<file path="src/rtl/nand_bridge_pkg.sv">
package nand_bridge_pkg;

  typedef enum logic [1:0] {
    KIND_DATA = 2'b00,
    KIND_CMD  = 2'b01,
    KIND_ADDR = 2'b10
  } cyc_kind_t;

  typedef enum logic [1:0] {
    ST_IDLE   = 2'b00,
    ST_SETUP  = 2'b01,
    ST_STROBE = 2'b10,
    ST_HOLD   = 2'b11
  } seq_state_t;

  localparam logic [1:0] REG_IDX_CTRL = 2'd0;
  localparam logic [1:0] REG_IDX_STAT = 2'd1;
  localparam logic [1:0] REG_IDX_TIME = 2'd2;

  // The address window wins over the command window when both hit.
  function automatic cyc_kind_t decode_kind(input logic addr_hit, input logic cmd_hit);
    if (addr_hit)     return KIND_ADDR;
    else if (cmd_hit) return KIND_CMD;
    else              return KIND_DATA;
  endfunction

endpackage

</file>
<file path="src/rtl/nand_sync_chain.sv">
module nand_sync_chain #(
  parameter int unsigned STAGES  = 2,
  parameter logic        RST_VAL = 1'b1
) (
  input  logic clk,
  input  logic rst,
  input  logic din,
  output logic dout
);
  logic [STAGES-1:0] stage_q;

  always_ff @(posedge clk) begin
    if (rst) stage_q <= {STAGES{RST_VAL}};
    else     stage_q <= {stage_q[STAGES-2:0], din};
  end

  assign dout = stage_q[STAGES-1];
endmodule

</file>
<file path="src/rtl/nand_chip_regs.sv">
module nand_chip_regs #(
  parameter int unsigned NCHIPS   = 4,
  parameter int unsigned PW_W     = 4,
  parameter int unsigned PW_RESET = 2,
  localparam int unsigned CTRL_W  = 2 * NCHIPS
) (
  input  logic              clk,
  input  logic              rst,
  input  logic              ctrl_we,
  input  logic              time_we,
  input  logic [CTRL_W-1:0] ctrl_wdata,
  input  logic [PW_W-1:0]   time_wdata,
  output logic [CTRL_W-1:0] ctrl_q,
  output logic [PW_W-1:0]   pulse_w,
  output logic [NCHIPS-1:0] ce_n
);
  always_ff @(posedge clk) begin
    if (rst) begin
      ctrl_q  <= '0;
      pulse_w <= PW_W'(PW_RESET);
    end else begin
      if (ctrl_we) ctrl_q  <= ctrl_wdata;
      if (time_we) pulse_w <= time_wdata;
    end
  end

  // One registered chip enable per chip: low only when enable and assert are both set.
  for (genvar n = 0; n < NCHIPS; n++) begin : g_ce
    always_ff @(posedge clk) begin
      if (rst) ce_n[n] <= 1'b1;
      else     ce_n[n] <= ~(ctrl_q[2*n] & ctrl_q[2*n+1]);
    end
  end
endmodule

</file>
<file path="src/rtl/nand_strobe_seq.sv">
module nand_strobe_seq
  import nand_bridge_pkg::*;
#(
  parameter int unsigned PW_W = 4,
  parameter int unsigned DQ_W = 8
) (
  input  logic            clk,
  input  logic            rst,
  input  logic            start,
  input  logic            is_write,
  input  cyc_kind_t       kind,
  input  logic [DQ_W-1:0] wdata,
  input  logic [PW_W-1:0] pulse_w,
  input  logic [DQ_W-1:0] dq_i,
  output logic            busy,
  output logic            done,
  output logic [DQ_W-1:0] rdata,
  output logic            cle,
  output logic            ale,
  output logic            we_n,
  output logic            re_n,
  output logic [DQ_W-1:0] dq_o,
  output logic            dq_oe
);
  seq_state_t      state;
  logic [PW_W-1:0] cnt;
  logic            wr_q;

  always_ff @(posedge clk) begin
    if (rst) begin
      state <= ST_IDLE;
      cnt   <= '0;
      wr_q  <= 1'b0;
      cle   <= 1'b0;
      ale   <= 1'b0;
      we_n  <= 1'b1;
      re_n  <= 1'b1;
      dq_o  <= '0;
      dq_oe <= 1'b0;
      done  <= 1'b0;
      rdata <= '0;
    end else begin
      done <= 1'b0;
      case (state)
        ST_IDLE: begin
          if (start) begin
            wr_q  <= is_write;
            cle   <= (kind == KIND_CMD);
            ale   <= (kind == KIND_ADDR);
            dq_o  <= wdata;
            dq_oe <= is_write;
            state <= ST_SETUP;
          end
        end
        ST_SETUP: begin
          cnt <= pulse_w;
          if (wr_q) we_n <= 1'b0;
          else      re_n <= 1'b0;
          state <= ST_STROBE;
        end
        ST_STROBE: begin
          if (cnt == '0) begin
            we_n <= 1'b1;
            re_n <= 1'b1;
            if (!wr_q) rdata <= dq_i;   // sampled on the strobe's rising edge
            state <= ST_HOLD;
          end else begin
            cnt <= cnt - 1'b1;
          end
        end
        default: begin
          cle   <= 1'b0;
          ale   <= 1'b0;
          dq_oe <= 1'b0;
          done  <= 1'b1;
          state <= ST_IDLE;
        end
      endcase
    end
  end

  assign busy = (state != ST_IDLE);
endmodule

</file>
<file path="src/rtl/nand_cycle_bridge.sv">
module nand_cycle_bridge
  import nand_bridge_pkg::*;
#(
  parameter int unsigned NCHIPS   = 4,
  parameter int unsigned HOST_DW  = 32,
  parameter int unsigned BANK_AW  = 17,
  parameter int unsigned ALE_BIT  = 16,
  parameter int unsigned CLE_BIT  = 15,
  parameter int unsigned PW_W     = 4,
  parameter int unsigned PW_RESET = 2,
  localparam int unsigned DQ_W    = 8,
  localparam int unsigned CTRL_W  = 2 * NCHIPS
) (
  input  logic               clk,
  input  logic               rst,
  input  logic               host_req,
  input  logic               host_we,
  input  logic               host_reg_sel,
  input  logic [BANK_AW-1:0] host_addr,
  input  logic [HOST_DW-1:0] host_wdata,
  output logic               host_ready,
  output logic               host_done,
  output logic [HOST_DW-1:0] host_rdata,
  output logic               nand_cle,
  output logic               nand_ale,
  output logic               nand_we_n,
  output logic               nand_re_n,
  output logic [DQ_W-1:0]    nand_dq_o,
  output logic               nand_dq_oe,
  input  logic [DQ_W-1:0]    nand_dq_i,
  output logic [NCHIPS-1:0]  nand_ce_n,
  input  logic               nand_rb
);
  logic              accept, bank_start, reg_acc;
  logic [1:0]        reg_idx;
  logic              ctrl_we, time_we;
  logic [CTRL_W-1:0] ctrl_q;
  logic [PW_W-1:0]   pulse_w;
  logic              rb_sync;
  logic              seq_busy, seq_done;
  logic [DQ_W-1:0]   seq_rdata;
  logic              reg_done;
  logic [HOST_DW-1:0] reg_mux, reg_rdata;
  cyc_kind_t         kind;
  logic              unused_bits;

  assign host_ready = ~seq_busy;
  assign accept     = host_req & host_ready;
  assign bank_start = accept & ~host_reg_sel;
  assign reg_acc    = accept & host_reg_sel;
  assign reg_idx    = host_addr[3:2];
  assign ctrl_we    = reg_acc & host_we & (reg_idx == REG_IDX_CTRL);
  assign time_we    = reg_acc & host_we & (reg_idx == REG_IDX_TIME);
  assign kind       = decode_kind(host_addr[ALE_BIT], host_addr[CLE_BIT]);
  assign unused_bits = ^{host_addr, host_wdata};

  nand_chip_regs #(
    .NCHIPS(NCHIPS), .PW_W(PW_W), .PW_RESET(PW_RESET)
  ) i_regs (
    .clk        (clk),
    .rst        (rst),
    .ctrl_we    (ctrl_we),
    .time_we    (time_we),
    .ctrl_wdata (host_wdata[CTRL_W-1:0]),
    .time_wdata (host_wdata[PW_W-1:0]),
    .ctrl_q     (ctrl_q),
    .pulse_w    (pulse_w),
    .ce_n       (nand_ce_n)
  );

  nand_sync_chain #(.STAGES(2), .RST_VAL(1'b1)) i_rb_sync (
    .clk  (clk),
    .rst  (rst),
    .din  (nand_rb),
    .dout (rb_sync)
  );

  nand_strobe_seq #(.PW_W(PW_W), .DQ_W(DQ_W)) i_seq (
    .clk      (clk),
    .rst      (rst),
    .start    (bank_start),
    .is_write (host_we),
    .kind     (kind),
    .wdata    (host_wdata[DQ_W-1:0]),
    .pulse_w  (pulse_w),
    .dq_i     (nand_dq_i),
    .busy     (seq_busy),
    .done     (seq_done),
    .rdata    (seq_rdata),
    .cle      (nand_cle),
    .ale      (nand_ale),
    .we_n     (nand_we_n),
    .re_n     (nand_re_n),
    .dq_o     (nand_dq_o),
    .dq_oe    (nand_dq_oe)
  );

  always_comb begin
    reg_mux = '0;
    case (reg_idx)
      REG_IDX_CTRL: reg_mux[CTRL_W-1:0] = ctrl_q;
      REG_IDX_STAT: reg_mux[0]          = rb_sync;
      REG_IDX_TIME: reg_mux[PW_W-1:0]   = pulse_w;
      default:      reg_mux             = '0;
    endcase
  end

  always_ff @(posedge clk) begin
    if (rst) begin
      reg_done  <= 1'b0;
      reg_rdata <= '0;
    end else begin
      reg_done <= reg_acc;
      if (reg_acc && !host_we) reg_rdata <= reg_mux;
    end
  end

  assign host_done  = reg_done | seq_done;
  assign host_rdata = seq_done ? {{(HOST_DW-DQ_W){1'b0}}, seq_rdata} : reg_rdata;
endmodule

</file>
<file path="config.mk">
export PLATFORM = sky130hd
export DESIGN_NAME = nand_cycle_bridge
export DESIGN_NICKNAME = d
export VERILOG_FILES = /design/src/rtl/nand_bridge_pkg.sv /design/src/rtl/nand_sync_chain.sv /design/src/rtl/nand_chip_regs.sv /design/src/rtl/nand_strobe_seq.sv /design/src/rtl/nand_cycle_bridge.sv
export SDC_FILE = /design/constraint.sdc
export NUM_CORES = 1
export LEC_CHECK = 0
export ABC_AREA = 1
export BUFFER_PORTS_ARGS = -buffer_cell sky130_fd_sc_hd__clkbuf_2
export CAP_MARGIN = 10
export CORE_AREA = 2 2 86 88
export DETAILED_ROUTE_END_ITERATION = 8
export DIE_AREA = 0 0 88 90
export PLACE_DENSITY = 0.71
export SYNTH_ARGS = -nofsm -noshare
export SYNTH_HDL_FRONTEND = slang
export SYNTH_HIERARCHICAL = 1
export SYNTH_SLANG_ARGS = --single-unit
</file>
<file path="constraint.sdc">
create_clock -name clk -period 3.6 [get_ports clk]
set_input_delay 0.18 -clock clk [delete_from_list [all_inputs] [get_ports clk]]
set_output_delay 0.18 -clock clk [all_outputs]
set_load 0.02 [all_outputs]
</file>
==> out/metrics.yaml <==
status:
  status: "finished clean"
sta:
  skew_ns: 0.00350
  slew_headroom: 0.455
  clock.fmax_mhz: 468
  hold_violations: 0
  setup_ws_ns: 1.46
  fin_setup_tns_ns: 0
  finalCritPeriodShare: 0.593
  finalSetupViolations: 0
  rsz0062_at_grt: "no"
  worst_slew_pin_slew_ns: 0.811
  period_needed_ns: 2.14
  slew_viol_final: 0
synthesis:
  syn_area_per_cell_um2: 7.02
  yosysSeqAreaShare: 0.407
  synthCells: 392
  yosys_warnings: 6
  ys_types: 29
  synth.cell_area_um2: 2750
  ys_ff_latch: 56
cts:
  cts.clk_slew.worst_paths_ns: 0.10
  post_cts_buffers: 0
  cts_resized: 0
  clkLatencyLatePin_ns: 0.31
  cts_buffers: 5
  h-tree-depth: 2
  root_buffer: "clkbuf_8"
  clock_path_buffers: 2
  ctsHoldBuffers: 0
  cts_tree: "yes"
  cts_sinks: 56
layout:
  n_fill_cell: 757
  antennaDiodeCount: 0
  area_growth_pct: 12.2
  final_layout_size_suffix_gt1_frac: 0.194
  fin_nets: 510
pwr:
  powerDensity_nw_per_um2: 609
  max-vdd-ir-drop_v: 0.000286
  leakagePower_uw: 0.00154
die:
  die_w_um: 88
  io_pins: 114
  core-area_um2: 7020
  die_h_um: 90
  die-area_um2: 7920
  initial_core_util: 0.392
  rows: 31
flow_run:
  drv_cap: 0
setup_path:
  path_class: "reg2reg"
  worstPathMaxFanout: 10
  arrival_ns: 2.35
  endpoint_kind: "flop"
  cp-start-kind: "flop"
  worstPathRequired_ns: 3.82
place:
  hpwl_um: 4250
  dp_slack_ns: 1.46
  gp_congestion: 0.833
  portBuffers: 52
routing:
  routed_wl_um: 5550
  route.detailed.drc: 0
  drt_iter0_markers: 150
  vias_per_cell: 4.27
  antenna_left: 0
  vias: 2312
  firstDrtPassIters: 4
  routedWlPerCell_um: 10.2
global_routing:
  grt_pass1_vias: 2157
  overflow: 0
  grt_max_degree: 23
  antenna_found_initial: 0
  grt_use_total: 0.151
  grt_pass1_wl_um: 9560
worst_hold_path:
  worstHoldPathType: "in2reg"
[state kept, by name (all words and copies together), names as in the netlist, 2 cells and up]
register,flops
i_regs/pulse_w,4
reg_rdata,8
i_seq/dq_o,8
i_seq/rdata,8
i_seq/cnt,4
i_seq/state,2
i_rb_sync/stage_q,2
i_regs/ce_n,4
i_regs/ctrl_q,8
[path summary, 6_finish.rpt]
path	cells after the start	slack, ns	to	startpoint
min reg2reg	2	0.43	i_rb_sync/stage_q[1]$_SDFF_PP1_	i_rb_sync/stage_q[0]$_SDFF_PP1_
max	10	1.46	i_seq/dq_o[0]$_SDFFE_PP0P_	i_seq/state[0]$_SDFFE_PP0P_
max reg2reg	10	1.46	i_seq/dq_o[0]$_SDFFE_PP0P_	i_seq/state[0]$_SDFFE_PP0P_
min	3	0.03	i_rb_sync/stage_q[0]$_SDFF_PP1_	nand_rb
[layout by cell type, fill, tap and decap left out, types with 2 or more instances in the layout]
master    synthesis  routed
conb_1            1      24
inv_2             7       7
nor2_2            5       5
nand2_4           3       3
o21ai_0          28      28
clkbuf_2          0      52
nor2_1           81      81
nor3_1            3       2
nand3_1          16      16
nor2_4            3       3
nand2_2           2       2
a21oi_1           9       9
nand2_1          94      94
clkbuf_8          0       5
ha_1              5       5
dfxtp_1          56      56
inv_1            37      37
[critical path, stage by stage, from the launching register on]
cell,delay (ns)
dfxtp_1,0.38
inv_1,0.09
ha_1,0.24
inv_1,0.14
inv_2,0.08
nand2_1,0.06
nor2_1,0.05
nand2_1,0.31
clkinv_1,0.42
nor2_1,0.20
nor2_1,0.06
[area by class of cell]
| class | count | area [um^2] | area share |
|---|---|---|---|
| Inverter | 45 | 169 | 0.0547 |
| Timing Repair Buffer | 53 | 268 | 0.0867 |
| Tap cell | 99 | 124 | 0.0401 |
| Sequential cell | 56 | 1120 | 0.363 |
| Clock inverter | 2 | 38.8 | 0.0126 |
| Multi-Input combinational cell | 281 | 1290 | 0.419 |
| Clock buffer | 6 | 72.6 | 0.0235 |
[kinds of logic (layout without fill, tap and decap cells)]
kind of cell | after synthesis | count (layout) | synth area share
other | 1 | 24 | 0.00136
buffers and inverters | 78 | 106 | 0.155
and+or+nand+nor | 214 | 214 | 0.343
DFF | 56 | 56 | 0.407
adders and majority gates | 5 | 5 | 0.0227
AOI/OAI and AO/OA | 38 | 38 | 0.0700
[stage by stage]
step / hold slack, ns / std cells / power (uW) / instance area (um^2) / util
global route: 0.0370 / 542 / 2030 / 3090 / 0.440
detailed placement: 0.358 / 534 / 1480 / 2980 / 0.424
CTS: 0.0187 / 542 / 1900 / 3090 / 0.440
global placement: 0.355 / 534 / 1460 / 2980 / 0.424
finish: 0.0304 / 542 / 1880 / 3090 / 0.440
floorplan: 0.252 / 415 / 1330 / 2840 / -
[where the power goes]
group	internal, uW	switching [uW]	total [uW]	leakage (uW)
clock	210	204	414	0.0000558
combinational	226	454	679	0.00103
sequential	723	63.2	786	0.000456
total	1160	721	1880	0.00154
[synthesized netlist by cell type]
cell type   n  share of area
nand2_1    94           0.13
nor2_1     81           0.11
dfxtp_1    56           0.41
inv_1      37          0.050
o21ai_0    28          0.051
buf_4      24          0.065
nand3_1    16          0.029
a21oi_1     9          0.016
inv_2       7         0.0096
ha_1        5          0.023
nor2_2      5          0.011
buf_2       4         0.0073
buf_6       3          0.012
nand2_4     3          0.012
nor2_4      3          0.012
nor3_1      3         0.0055
nand2_2     2         0.0045
buf_12      1         0.0073
clkbuf_1    1         0.0014
clkinv_1    1         0.0014
conb_1      1         0.0014
nand3_2     1         0.0036
nand3_4     1         0.0064
nand4_1     1         0.0023
nand4_2     1         0.0045
nor2_8      1         0.0073
o211ai_1    1         0.0027
or2_1       1         0.0023
or2_4       1         0.0032
[routing by layer]
layer	share of wire	global-route usage	vias up
met2	0.46	0.245	56
met4	0.024	0.0577	0
met1	0.45	0.187	994
li1	-	-	1251
met3	0.061	0.0413	11
met5	0	0	-
Note: power is estimated with default switching activity, not from simulation.
